$ cat src/rtl/mref_pkg.sv
package mref_pkg;
  localparam int ADDR_W   = 15;
  localparam int DATA_W   = 16;
  localparam int OFS_W    = 10;
  localparam int PAGE_W   = ADDR_W - OFS_W;
  localparam int IND_BIT  = 15;
  localparam int PSEL_BIT = 10;
  localparam int OP_LO    = 11;
  localparam int OP_W     = 2;

  typedef enum logic [OP_W-1:0] {
    OP_OPND  = 2'b00,
    OP_JMP   = 2'b01,
    OP_CALL  = 2'b10,
    OP_OPND2 = 2'b11
  } mref_op_e;

  typedef enum logic [1:0] {
    ST_IDLE  = 2'd0,
    ST_CHASE = 2'd1,
    ST_STORE = 2'd2,
    ST_DONE  = 2'd3
  } mref_state_e;
endpackage

$ cat src/rtl/mref_page_form.sv
module mref_page_form #(
  parameter int ADDR_W = mref_pkg::ADDR_W,
  parameter int OFS_W  = mref_pkg::OFS_W
) (
  input  logic [OFS_W-1:0]  ofs,
  input  logic              psel,
  input  logic [ADDR_W-1:0] pc,
  output logic [ADDR_W-1:0] ea
);
  localparam int PAGE_W = ADDR_W - OFS_W;
  logic [PAGE_W-1:0] page;

  always_comb begin
    if (psel) page = pc[ADDR_W-1 -: PAGE_W];
    else      page = '0;
    ea = {page, ofs};
  end
endmodule

$ cat src/rtl/mref_link_calc.sv
module mref_link_calc #(
  parameter int ADDR_W = mref_pkg::ADDR_W,
  parameter int DATA_W = mref_pkg::DATA_W
) (
  input  mref_pkg::mref_op_e op,
  input  logic [ADDR_W-1:0]  pc,
  input  logic [ADDR_W-1:0]  ea,
  output logic [ADDR_W-1:0]  next_pc,
  output logic [DATA_W-1:0]  ret_word
);
  logic [ADDR_W-1:0] pc_inc;
  logic [ADDR_W-1:0] ea_inc;

  always_comb begin
    pc_inc   = pc + 1'b1;
    ea_inc   = ea + 1'b1;
    ret_word = DATA_W'(pc_inc);
    case (op)
      mref_pkg::OP_JMP:  next_pc = ea;
      mref_pkg::OP_CALL: next_pc = ea_inc;
      default:           next_pc = pc_inc;
    endcase
  end
endmodule

$ cat src/rtl/mref_seq.sv
module mref_seq #(
  parameter int ADDR_W = mref_pkg::ADDR_W,
  parameter int DATA_W = mref_pkg::DATA_W
) (
  input  logic                   clk,
  input  logic                   rst_n,
  input  logic                   start,
  input  logic                   start_ind,
  input  logic                   start_call,
  input  logic [ADDR_W-1:0]      start_ea,
  input  logic                   call_q,
  input  logic [DATA_W-1:0]      rdata,
  input  logic                   res_take,
  output mref_pkg::mref_state_e  state,
  output logic [ADDR_W-1:0]      ea_q,
  output logic                   rd_en,
  output logic [ADDR_W-1:0]      rd_addr
);
  import mref_pkg::*;

  mref_state_e       state_d;
  logic [ADDR_W-1:0] ea_d;
  logic              more;

  assign more = rdata[DATA_W-1];

  always_comb begin
    state_d = state;
    ea_d    = ea_q;
    rd_en   = 1'b0;
    rd_addr = start_ea;
    case (state)
      ST_IDLE: begin
        if (start) begin
          if (start_ind) begin
            rd_en   = 1'b1;
            state_d = ST_CHASE;
          end else begin
            ea_d    = start_ea;
            state_d = start_call ? ST_STORE : ST_DONE;
          end
        end
      end
      ST_CHASE: begin
        if (more) begin
          rd_en   = 1'b1;
          rd_addr = rdata[ADDR_W-1:0];
        end else begin
          ea_d    = rdata[ADDR_W-1:0];
          state_d = call_q ? ST_STORE : ST_DONE;
        end
      end
      ST_STORE: state_d = ST_DONE;
      ST_DONE:  if (res_take) state_d = ST_IDLE;
      default:  state_d = ST_IDLE;
    endcase
  end

  always_ff @(posedge clk or negedge rst_n) begin
    if (!rst_n) begin
      state <= ST_IDLE;
      ea_q  <= '0;
    end else begin
      state <= state_d;
      ea_q  <= ea_d;
    end
  end
endmodule

$ cat src/rtl/mref_addr_unit.sv
module mref_addr_unit #(
  parameter int ADDR_W = mref_pkg::ADDR_W,
  parameter int DATA_W = mref_pkg::DATA_W,
  parameter int OFS_W  = mref_pkg::OFS_W
) (
  input  logic              clk,
  input  logic              rst_n,
  input  logic              req_valid,
  output logic              req_ready,
  input  logic [DATA_W-1:0] req_instr,
  input  logic [ADDR_W-1:0] req_pc,
  output logic              res_valid,
  input  logic              res_ready,
  output logic [ADDR_W-1:0] res_ea,
  output logic [ADDR_W-1:0] res_next_pc,
  output logic              busy,
  output logic              mem_re,
  output logic              mem_we,
  output logic [ADDR_W-1:0] mem_addr,
  output logic [DATA_W-1:0] mem_wdata,
  input  logic [DATA_W-1:0] mem_rdata
);
  import mref_pkg::*;

  mref_state_e       state;
  mref_op_e          op_in;
  mref_op_e          op_q;
  logic [ADDR_W-1:0] pc_q;
  logic [ADDR_W-1:0] ea_q;
  logic [ADDR_W-1:0] direct_ea;
  logic [ADDR_W-1:0] rd_addr;
  logic [DATA_W-1:0] ret_word;
  logic              rd_en;
  logic              accept;

  assign op_in     = mref_op_e'(req_instr[OP_LO +: OP_W]);
  assign req_ready = (state == ST_IDLE);
  assign accept    = req_valid && req_ready;
  assign res_valid = (state == ST_DONE);
  assign busy      = (state != ST_IDLE);

  always_ff @(posedge clk or negedge rst_n) begin
    if (!rst_n) begin
      op_q <= OP_OPND;
      pc_q <= '0;
    end else if (accept) begin
      op_q <= op_in;
      pc_q <= req_pc;
    end
  end

  mref_page_form #(.ADDR_W(ADDR_W), .OFS_W(OFS_W)) u_page (
    .ofs  (req_instr[OFS_W-1:0]),
    .psel (req_instr[PSEL_BIT]),
    .pc   (req_pc),
    .ea   (direct_ea)
  );

  mref_seq #(.ADDR_W(ADDR_W), .DATA_W(DATA_W)) u_seq (
    .clk        (clk),
    .rst_n      (rst_n),
    .start      (accept),
    .start_ind  (req_instr[IND_BIT]),
    .start_call (op_in == OP_CALL),
    .start_ea   (direct_ea),
    .call_q     (op_q == OP_CALL),
    .rdata      (mem_rdata),
    .res_take   (res_ready),
    .state      (state),
    .ea_q       (ea_q),
    .rd_en      (rd_en),
    .rd_addr    (rd_addr)
  );

  mref_link_calc #(.ADDR_W(ADDR_W), .DATA_W(DATA_W)) u_link (
    .op       (op_q),
    .pc       (pc_q),
    .ea       (ea_q),
    .next_pc  (res_next_pc),
    .ret_word (ret_word)
  );

  assign mem_we    = (state == ST_STORE);
  assign mem_re    = rd_en;
  assign mem_addr  = mem_we ? ea_q : rd_addr;
  assign mem_wdata = ret_word;
  assign res_ea    = ea_q;
endmodule

$ cat config.mk
export PLATFORM = sky130hd
export DESIGN_NAME = mref_addr_unit
export DESIGN_NICKNAME = d
export VERILOG_FILES = /design/src/rtl/mref_pkg.sv /design/src/rtl/mref_page_form.sv /design/src/rtl/mref_link_calc.sv /design/src/rtl/mref_seq.sv /design/src/rtl/mref_addr_unit.sv
export SDC_FILE = /design/constraint.sdc
export NUM_CORES = 1
export LEC_CHECK = 0
export BUFFER_PORTS_ARGS = -buffer_cell sky130_fd_sc_hd__buf_2
export CORE_ASPECT_RATIO = 0.7
export CORE_MARGIN = 2
export CORE_UTILIZATION = 30
export CTS_BUF_LIST = sky130_fd_sc_hd__clkbuf_4 sky130_fd_sc_hd__clkbuf_8
export CTS_CLUSTER_DIAMETER = 30
export DETAILED_ROUTE_END_ITERATION = 10
export PLACE_DENSITY = 0.67
export SKIP_LAST_GASP = 1
export SLEW_MARGIN = 10
export SYNTH_ARGS = -nofsm -noshare
export SYNTH_HDL_FRONTEND = slang
export SYNTH_SLANG_ARGS = --single-unit
$ cat constraint.sdc
create_clock -name clk -period 3 [get_ports clk]
set_input_delay 0.75 -clock clk [delete_from_list [all_inputs] [get_ports clk]]
set_output_delay 0.75 -clock clk [all_outputs]
set_load 0.1 [all_outputs]
Yosys cells after proc, flatten, opt, wreduce, memory -nomap -nowiden
Cells that the tools add are included.
{"block": "op_classes", "addsub": 2, "eq_ne": 10, "mux": 20, "reduce_logical": 6}
{"cell": "$mux W15", "count": 6}
{"cell": "$pmux W15 S2", "count": 2}
{"cell": "$add A15 B1 Y15 const B", "count": 2}
{"cell": "$eq A2 B2 Y1 const B", "count": 4}
{"cell": "$mux W2", "count": 4}
{"cell": "$pmux W2 S4", "count": 1}
{"cell": "$mux W1", "count": 5}
{"cell": "$mux W5", "count": 1}
{"cell": "$eq A2 B1 Y1 const B", "count": 2}
{"cell": "$ne A2 B1 Y1 const B", "count": 2}
{"cell": "$ne A2 B2 Y1 const B", "count": 2}
{"cell": "$reduce_and A4 Y1", "count": 1}
{"cell": "$reduce_bool A2 Y1", "count": 2}
{"cell": "$reduce_and A3 Y1", "count": 1}
{"cell": "$logic_not A2 Y1", "count": 1}
{"cell": "$pmux W1 S2", "count": 1}
{"cell": "$logic_and A1 B1 Y1", "count": 1}
{"block": "totals", "regBits": 34, "inputBits": 51, "out_inout_bits": 66, "wordCells": 42}

Depth between registers and ports, before layout
Gate-level depths: netlist of the first run.
{"block": "logic_depth", "ltp_word": 5, "depth_mapped": 7, "ltp_nobuf": 6}

Modules after synthesis
Synthesis of the first run repeated with hierarchy kept, for this count alone.
{"block": "unflattened", "cells_unflattened": 311, "hier_area_um2": 3220.6}
{"mod": "mref_seq", "n_inst": 1, "cells_each": 89, "area_each_um2": 1199.9, "seq_area_each_um2": 425.4}
{"mod": "mref_addr_unit", "n_inst": 1, "cells_each": 60, "area_each_um2": 962.2, "seq_area_each_um2": 425.4}
{"mod": "mref_link_calc", "n_inst": 1, "cells_each": 147, "area_each_um2": 952.2, "seq_area_each_um2": 0.0}
{"mod": "mref_page_form", "n_inst": 1, "cells_each": 15, "area_each_um2": 106.4, "seq_area_each_um2": 0.0}

Worst setup path before layout of the first run
OpenSTA, ideal clock, no wires.
{"block": "synth_path", "path_kind": "reg2out", "from": "register pc_q[0]", "to": "output res_next_pc[8]", "arrival_ns": 4.022, "required_time_ns": 2.250, "path_slack_ns": -1.772, "path_stages_with_launch": 6, "path_buffers": 0, "path_cell_list": "dfrtp_1 ha_1 nand2_1 nor3_1 xor2_1 a2bb2oi_1"}
{"block": "synth_via", "elab_chain_len": 2}
{"item": "start: declaration", "line": "mref_addr_unit.sv:28", "source": "logic [ADDR_W-1:0] pc_q;"}
{"item": "start signal: assignment", "line": "mref_addr_unit.sv:48", "source": "pc_q <= req_pc;"}
{"item": "$add A15 B1 Y15", "line": "mref_link_calc.sv:15", "source": "pc_inc = pc + 1'b1;"}
{"item": "net mem_wdata[8]", "line": "mref_addr_unit.sv:20", "source": "output logic [DATA_W-1:0] mem_wdata,"}
{"item": "$pmux W15 S2", "line": "mref_link_calc.sv:18", "source": "case (op)"}
{"item": "end: declaration", "line": "mref_addr_unit.sv:15", "source": "output logic [ADDR_W-1:0] res_next_pc,"}
The timed path passes the listed nets, and every way through them passes these cells.

Final worst setup path of the first run
{"block": "layout_path", "from": "register u_seq.ea_q[0]", "to": "output res_next_pc[14]"}
{"block": "layout_via", "elab_chain_len": 2}
{"item": "start: declaration", "line": "mref_seq.sv:15", "source": "output logic [ADDR_W-1:0] ea_q,"}
{"item": "start signal: assignment", "line": "mref_seq.sv:62", "source": "ea_q <= '0;"}
{"item": "start signal: assignment", "line": "mref_seq.sv:65", "source": "ea_q <= ea_d;"}
{"item": "$add A15 B1 Y15", "line": "mref_link_calc.sv:16", "source": "ea_inc = ea + 1'b1;"}
{"item": "$pmux W15 S2", "line": "mref_link_calc.sv:18"}
No other way between the ends.

==> summary.md, run 1 <==
| Metric | Value |
|---|---|
| Most frequent cells in the layout | `buf_2, nand2_1, nor2_1` |
| Worst Path Class, Setup | `reg -> out` |
| R2R cell count | `4` |
| Worst Path Arrival | `2.20 ns` |
| Die ar. | `9980 um2` |
| Global-route wire length before repair | `14.5 mm` |
| Final Max Slew Viols | `0` |
| Synth Cell Area | `2760 um2` |
| Synth cell types | `between 40 and 50` |
| Synthesized Nets | `396` |
| Worst r2r src | `u_seq.state[0]` |
| Routed Antenna Nets | `0` |
| Slew HR | `approximately 47%` |
| CTS tree | `built` |
| Warning count from the yosys run | `0` |
| Synth area leader | `dfrtp_1` |
| Top cell type's share of synthesized area | `a little under a third` |
| Largest family of logic cells by synthesized area | `simple AND/OR/NAND/NOR gates` |
| Worst R2R Setup Slack | `around 1.1 ns` |
| Max-capacitance violation count | `0` |
| WL final | `between 8 and 9 mm` |
| Yosys reg bits | `34` |
| H-tree depth | `2` |
| Std-Cell Rows | `29` |
| Final hold viol count | `0` |
| Gr ovfl total | `0` |
| Die height | `around 84 um` |
| Initial core utilization | `30.6%` |
| RSZ-0062 raised after global routing | `yes` |
| DRC | `0` |
| Fillers | `852` |
| CP Capture Type | `output pin` |
| Die X | `around 120 um` |
| R2R Path End | `pc_q[12]` |
| Core area | `~9000 um2` |
| Vias in the first global route | `2853` |
| # setup viols final | `0` |
| Period utilization | `98.2%` |
| Total CTS buffers | `5` |
| Area growth, synth to finish | `66.3%` |
| Largest net degree at the start of global routing | `35` |
| Syn_area_per_cell | `slightly above 8 um2` |
| Gr usage total | `between 10% and 20%` |
| Hold WC Path Type | `reg -> reg` |
| Synth Area in XOR/XNOR | `3.81%` |
| Initial antenna violation count | `0` |
| Post-DP HPWL | `7.08 mm` |
| Ports | `117` |
| Gate Count Post-Synth | `337` |
| Placer congestion estimate | `slightly below 0.9` |
| Top cells by area, synth | `dfrtp_1, mux2_2, mux2i_1` |
| Final Util | `just over 50%` |
| PortBufs | `between 100 and 150` |
| Design area | `4580 um2` |
| Worst-path clk slew | `approximately 0.070 ns` |
| DR vias | `2886` |
| CTS max path bufs | `2` |
| Mux cell area share after synthesis | `15.8%` |
| Hold Path Cell Cnt | `1` |
| Fmax | `339 MHz` |
| Violation count after the first detailed-routing iteration | `146` |
| Vias per cell | `just under 5` |
| WP data required | `roughly 2.3 ns` |
| Hold Path Sink | `pc_q[14]` |
| Clk_lat worst skew | `0.28 ns` |
| Placed Area | `4430 um2` |
| Register area share after synthesis | `30.9%` |
| TritonCTS Sinks | `34` |
| Fin nets | `515` |
| Root Driver | `clkbuf_8` |
| N_diodes | `0` |
| Crit-path max FO | `4` |
| Most common cell after layout, fill and taps aside | `buf_2` |
| HP Start | `pc_q[14]` |
| Pre-antenna DRT Iters | `4` |
| Proportion of layout cells with a drive suffix above 1 | `48.4%` |
| Adder-cell share of the synthesized area | `roughly 3.6%` |
| Crit path launch type | `flop` |
| Synth Area in Simple Gates | `21.3%` |
| Max Clock Skew | `0.00944 ns` |
| Post-synthesis compound-gate area fraction | `19.6%` |
| Wire length per cell | `15.2 um` |
| Status | `finished clean` |
| Worst slew pin tran | `0.800 ns` |
| Period minus WS final | `2.95 ns` |
[worst max-delay path by stage]
stage                      endpoint           from  slack [ns]  cells past startpoint
floorplan            res_next_pc[8]        pc_q[5]       -0.42                      4
global placement    res_next_pc[13]        op_q[0]        0.28                      7
detailed placement  res_next_pc[13]        op_q[0]        0.27                      7
CTS                  res_next_pc[9]        pc_q[5]      -0.002                      6
global route        res_next_pc[14]  u_seq.ea_q[0]       -0.04                      6
finish              res_next_pc[14]  u_seq.ea_q[0]        0.05                      6
[critical path, stage by stage, from the launching register on]
cell and delay, ns:
dfrtp_4 0.44, ha_4 0.15, nand4_1 0.23, nor4_2 0.33, mux2_4 0.34, a32oi_4 0.20
buf_12 0.21
[stage by stage]
step	setup TNS (ns)	hold slack (ns)	worst slack [ns]	cells
2_1_floorplan	-5.13	0.454	-0.421	337
3_3_place_gp	0	0.489	0.277	569
3_5_place_dp	0	0.496	0.266	569
4_1_cts	-0.00198	0.513	-0.00198	577
5_1_grt	-0.0784	0.543	-0.0353	581
6_report	0	0.511	0.0530	581
[registers in the layout, summed over array words and instances (netlist names)]
name,cells
pc_q,15
u_seq.ea_q,15
op_q,2
u_seq.state,2
[routing by layer]
layer,GRT usage [%],vias to the layer above,wire (um)
met1,24.5,1361,4230
met3,3.33,2,476
met2,30.0,86,4100
met5,0,-,0
met4,2.06,0,19
li1,-,1437,-
[cell type report]
cell class                      instances  area [um2]  area share [%]
Inverter                               15        57.6            1.26
Clock buffer                            8        91.3            1.99
Timing Repair Buffer                  130        1140            25.0
Tap cell                              124         155            3.39
Multi-Input combinational cell        270        2250            49.1
Sequential cell                        34         887            19.4
[logic make-up (layout without fill, tap and decap cells)]
group | count (synthesis) | count (layout)
flops | 34 | 34
other cells | 1 | 1
xor+xnor | 12 | 12
mux | 41 | 41
buf+inv | 33 | 153
simple gates | 120 | 120
compound gates | 88 | 88
fa+ha+maj | 8 | 8
[cell usage after synthesis, drive strengths merged]
master   instances
a31oi            1
nor4b            1
a32oi            1
buf              8
o21a             3
a221oi           1
conb             1
o211a            1
and4b            1
a21o             3
o21ai           26
mux2            20
nand2b           4
dfrtp           34
nand3b           2
nor3            11
mux2i           21
nand2           43
xnor2            4
o31a             1
inv             14
a22oi            1
clkbuf          10
ha               8
nor2b            1
and2             1
a21oi           35
xor2             8
a31o             1
o221ai           1
o31ai            1
nor2            35
a211oi           3
nand3           10
o32a             1
a2bb2oi          8
nor4             7
nand4            4
clkinv           1
[timing repair]
action / 4_1_cts / 5_1_grt
setup endpoints to repair: 5 / 10
hold buffers: 0 / 0
gates resized for setup: 3 / 5
buffers inserted: 0 / 4
pin swaps: 0 / 3
Power of run 1 is left out: the tool's default activity adds up to more than one toggle a clock period on the data nets, which glitch-free logic cannot reach.
==> run 2: changes to the inputs <==
==> constraint.sdc (replaced) <==
create_clock -name clk -period 2.9 [get_ports clk]
set_input_delay 0.725 -clock clk [delete_from_list [all_inputs] [get_ports clk]]
set_output_delay 0.725 -clock clk [all_outputs]
set_load 0.1 [all_outputs]
==> run 2 against run 1 <==
Core utilization increased by 1.8 points. Flip-flop and latch count unchanged. Worst setup slack got worse by 0.0093 ns. Critical path depth unchanged. Die area unchanged.
==> summary.md, run 2 (synthesis gave the netlist of run 1 again) <==
| Metric | Value |
|---|---|
| CP Capture Type | `output pin` |
| Total CTS buffers | `5` |
| Most frequent cells in the layout | `buf_2, nand2_1, nor2_1, buf_12, a21oi_1` |
| Regs by FF count | `pc_q (15), u_seq.ea_q (15)` |
| Core area | `9000 um2` |
| Vias per cell | `5.07` |
| Period minus WS final | `approximately 2.9 ns` |
| Fmax | `350 MHz` |
| Max Clock Skew | `approximately 0.0067 ns` |
| WL final | `approximately 9.0 mm` |
| Final Max Slew Viols | `0` |
| Area growth, synth to finish | `72.2%` |
| DRC | `0` |
| Ports | `117` |
| Final Util | `between 50% and 60%` |
| DR vias | `roughly 3000` |
| Post-DP HPWL | `7.36 mm` |
| Largest net degree at the start of global routing | `35` |
| CTS max path bufs | `2` |
| Global-route wire length before repair | `14.8 mm` |
| H-tree depth | `2` |
| CTS tree | `built` |
| Max-capacitance violation count | `0` |
| Clk_lat worst skew | `between 0.2 and 0.3 ns` |
| Initial antenna violation count | `0` |
| Fillers | `858` |
| PortBufs | `113` |
| Gr usage total | `18.4%` |
| Design area | `4750 um2` |
| M3 GR Usage | `4.08%` |
| Routed Antenna Nets | `0` |
| Fin cells | `between 500 and 600` |
| Crit path launch type | `flop` |
| Worst Path Arrival | `between 2 and 2.5 ns` |
| Std-Cell Rows | `29` |
| R2R cell count | `4` |
| Placer congestion estimate | `0.879` |
| M2 GR Usage | `31.1%` |
| Vias in the first global route | `3025` |
| Worst-path clk slew | `0.07 ns` |
| Root Driver | `clkbuf_8` |
| Wire length per cell | `15.4 um` |
| Slew HR | `46.6%` |
| Worst Path Class, Setup | `reg -> out` |
| Initial core utilization | `30.6%` |
| # setup viols final | `0` |
| Placed cells | `~570` |
| Die height | `84.2 um` |
| N_diodes | `0` |
| Most used routing layer | `met2` |
| WP data required | `2.17 ns` |
| Violation count after the first detailed-routing iteration | `198` |
| Worst slew pin tran | `0.799 ns` |
| TritonCTS Sinks | `34` |
| Final hold viol count | `0` |
| RSZ-0062 raised after global routing | `yes` |
| Period utilization | `98.5%` |
| Crit-path max FO | `4` |
| Status | `finished clean` |
| Fin nets | `519` |
| Proportion of layout cells with a drive suffix above 1 | `52.7%` |
| Hold WC Path Type | `reg -> reg` |
| Most common cell after layout, fill and taps aside | `buf_2` |
| Gr ovfl total | `0` |
| Die ar. | `9980 um2` |
| Placed Area | `around 4600 um2` |
| Hold_buf cts | `0` |
| Pre-antenna DRT Iters | `4` |
| GRT met1 Usage | `24.5%` |
| Die X | `119 um` |
| Hold Path Cell Cnt | `1` |
-- run 2: repair_timing --
action / 4_1_cts / 5_1_grt
pin swaps: 4 / 3
buffers inserted: 3 / 0
gates resized for setup: 6 / 10
endpoints found under the setup margin: 11 / 8
-- run 2: worst max-delay path, stage by stage, from the launching register on --
cell and delay (ns):
dfrtp_4 0.43, ha_4 0.13, nand4_1 0.25, nor4_2 0.25, mux2_2 0.39, a32oi_4 0.20
buf_12 0.21
-- run 2: final cells by class --
type,instances,area [um2],share of cell area [%]
tap,124,155,3.27
sequential,34,887,18.7
inverter,15,58.8,1.24
multi-input combinational,270,2300,48.6
clock buffer,8,91.3,1.92
timing repair buffer,134,1250,26.3
-- run 2: path summary, 6_finish.rpt --
kind / startpoint / end / slack (ns)
hold reg to reg: pc_q[14] / pc_q[14] / 0.51
max in group asynchronous: rst_n / u_seq.ea_q[7] / 1.79
hold / removal: pc_q[14] / pc_q[14] / 0.51
setup reg to reg: u_seq.state[0] / pc_q[2] / 1.05
setup / recovery: u_seq.ea_q[1] / res_next_pc[14] / 0.04
min in group asynchronous: rst_n / pc_q[4] / 0.52
-- run 2: metrics by stage --
step | setup slack, ns | hold slack (ns) | setup TNS [ns]
after floorplan | -0.355 | 0.429 | -1.66
after global placement | 0.217 | 0.491 | 0
after detailed placement | 0.134 | 0.496 | 0
after CTS | -0.0260 | 0.513 | -0.0397
after global routing | -0.0584 | 0.551 | -0.186
final | 0.0437 | 0.514 | 0
-- run 2: metal layers --
layer	routed length, um	vias up
met1	4130	1412
met3	563	9
met2	4260	107
met4	85	0
li1	-	1439
met5	0	-
Power of run 2 is left out for the same reason.
==> run 3: changes to the inputs <==
--- a/config.mk
+++ b/config.mk
@@ -6,13 +6,15 @@
 export NUM_CORES = 1
 export LEC_CHECK = 0
 export BUFFER_PORTS_ARGS = -buffer_cell sky130_fd_sc_hd__buf_2
+export CELL_PAD_IN_SITES_DETAIL_PLACEMENT = 1
+export CELL_PAD_IN_SITES_GLOBAL_PLACEMENT = 1
 export CORE_ASPECT_RATIO = 0.7
 export CORE_MARGIN = 2
 export CORE_UTILIZATION = 30
 export CTS_BUF_LIST = sky130_fd_sc_hd__clkbuf_4 sky130_fd_sc_hd__clkbuf_8
 export CTS_CLUSTER_DIAMETER = 30
 export DETAILED_ROUTE_END_ITERATION = 10
-export PLACE_DENSITY = 0.67
+export PLACE_DENSITY = 0.84
 export SKIP_LAST_GASP = 1
 export SLEW_MARGIN = 10
 export SYNTH_ARGS = -nofsm -noshare
==> run 3 against run 2 <==
The flow now finishes with violations (setup timing). Cell area is 1.0% higher. Clock skew barely moved. First-iteration DRC count shrank 40%. Die area unchanged. Sequential share of layout area shrank 0.19 points. Count of clock-buffer cells in the layout is the same. Worst setup slack got worse by 0.094 ns. Hold slack better by 0.026 ns. Critical path depth is 1 higher.
==> summary.md, run 3 (synthesis gave the netlist of run 1 again) <==
| Metric | Value |
|---|---|
| Final worst slack | `-0.0506 ns` |
| Die ar. | `roughly 10000 um2` |
| Placer congestion estimate | `0.885` |
| Proportion of layout cells with a drive suffix above 1 | `54.1%` |
| Final hold viol count | `0` |
| Period minus WS final | `2.95 ns` |
| Worst R2R Setup Slack | `around 0.98 ns` |
| Crit path launch type | `flop` |
| Gr usage total | `between 20% and 30%` |
| CTS max path bufs | `2` |
| RSZ-0062 raised after global routing | `yes` |
| Max Clock Skew | `about 0.0065 ns` |
| Vias in the first global route | `3356` |
| Violation count after the first detailed-routing iteration | `118` |
| CTS tree | `built` |
| Ports | `117` |
| Vias per cell | `5.29` |
| DRC | `0` |
| Failing checks | `setup timing` |
| TritonCTS Sinks | `34` |
| Crit-path cells | `ha_4 > nand4_1 > buf_4 > nor4_2 > mux2_4 > a2bb2oi_4 > buf_12` |
| Total CTS buffers | `5` |
| # setup viols final | `3` |
| Fmax | `339 MHz` |
| Initial core utilization | `30.6%` |
| DR vias | `3100` |
| Footprint of the multi-input gates | `2330 um2` |
| Root Driver | `clkbuf_8` |
| Fin nets | `520` |
| Routed Antenna Nets | `0` |
| Initial antenna violation count | `1` |
| Core area | `between 8000 and 9000 um2` |
| Pre-antenna DRT Iters | `4` |
| Fin cells | `586` |
| Clk_lat worst skew | `just under 0.3 ns` |
| Status | `complete, but fails checks` |
| Gr ovfl total | `0` |
| Std-Cell Rows | `29` |
| CP delay by family, top | `flip-flops` |
| Worst Path Class, Setup | `reg -> out` |
| Period utilization | `102%` |
| CP max stage delay | `0.45 ns` |
| WL final | `10.8 mm` |
| Placed cells | `roughly 570` |
| Wire length per cell | `about 18 um` |
| Slew HR | `42.8%` |
| Die height | `84.2 um` |
| N_diodes | `0` |
| Global-route wire length before repair | `17.2 mm` |
| Fillers | `between 1000 and 1500` |
| CP bufs+invs | `2` |
| Worst-path clk slew | `0.08 ns` |
| Crit-path max FO | `4` |
| Final Max Slew Viols | `0` |
| PortBufs | `113` |
| Most common cell after layout, fill and taps aside | `buf_2` |
| H-tree depth | `2` |
| WP data required | `2.17 ns` |
| Die X | `between 100 and 150 um` |
| Worst Path Arrival | `2.23 ns` |
| Max-capacitance violation count | `0` |
| Post-DP HPWL | `~8.3 mm` |
| Largest net degree at the start of global routing | `35` |
| CP Capture Type | `output pin` |
| Worst slew pin tran | `0.858 ns` |
| Total area of sequential cells | `between 800 and 900 um2` |
| Hold WC Path Type | `in -> async` |
| Crit-path slowest cell | `dfrtp_4` |
| Most frequent cells in the layout | `buf_2, nand2_1, nor2_1, buf_12, a21oi_1` |
| Regs by FF count | `pc_q (15), u_seq.ea_q (15)` |
| Area growth, synth to finish | `73.9%` |
## run 3: path summary, 6_finish.rpt
path	endpoint	depth (start not counted)	from
setup / recovery	res_next_pc[12]	7	u_seq.ea_q[1]
hold / removal	u_seq.state[1]	1	rst_n
setup reg to reg	u_seq.ea_q[14]	8	u_seq.state[1]
hold reg to reg	pc_q[11]	1	pc_q[11]
max in group asynchronous	u_seq.ea_q[7]	1	rst_n
min in group clk	pc_q[11]	1	pc_q[11]
## run 3: final cells by class
type	count	share of cell area, %
Clock buffer	8	2.30
Inverter	15	1.23
Timing Repair Buffer	135	26.2
Sequential cell	34	18.5
Multi-Input combinational cell	270	48.5
Tap cell	124	3.24
## run 3: what timing repair did
item | 4_1_cts | 5_1_grt
resized for setup | 8 | 14
pin swaps | 0 | 2
setup endpoints to repair | 8 | 12
setup buffers | 3 | 4
hold buffers | 0 | 0
endpoints found under the hold margin | 0 | 0
## run 3: per-stage QoR
step | hold slack [ns] | setup TNS (ns) | utilization [%] | setup slack, ns | instance area [um2]
2_1_floorplan | 0.429 | -1.66 | - | -0.355 | 3270
4_1_cts | 0.526 | -0.139 | 52.4 | -0.0559 | 4720
3_3_place_gp | 0.491 | 0 | 50.5 | 0.168 | 4550
6_report | 0.539 | -0.103 | 53.3 | -0.0506 | 4790
3_5_place_dp | 0.508 | 0 | 50.5 | 0.107 | 4550
5_1_grt | 0.548 | -0.434 | 53.3 | -0.130 | 4790
## run 3: layer usage
layer,part of all wire [%],global-route usage (%),vias up
met5,0.10,0,-
li1,-,-,1447
met2,50,37.8,102
met4,0.82,3.03,2
met3,5.7,5.30,13
met1,43,27.0,1536
Power of run 3 is left out for the same reason.
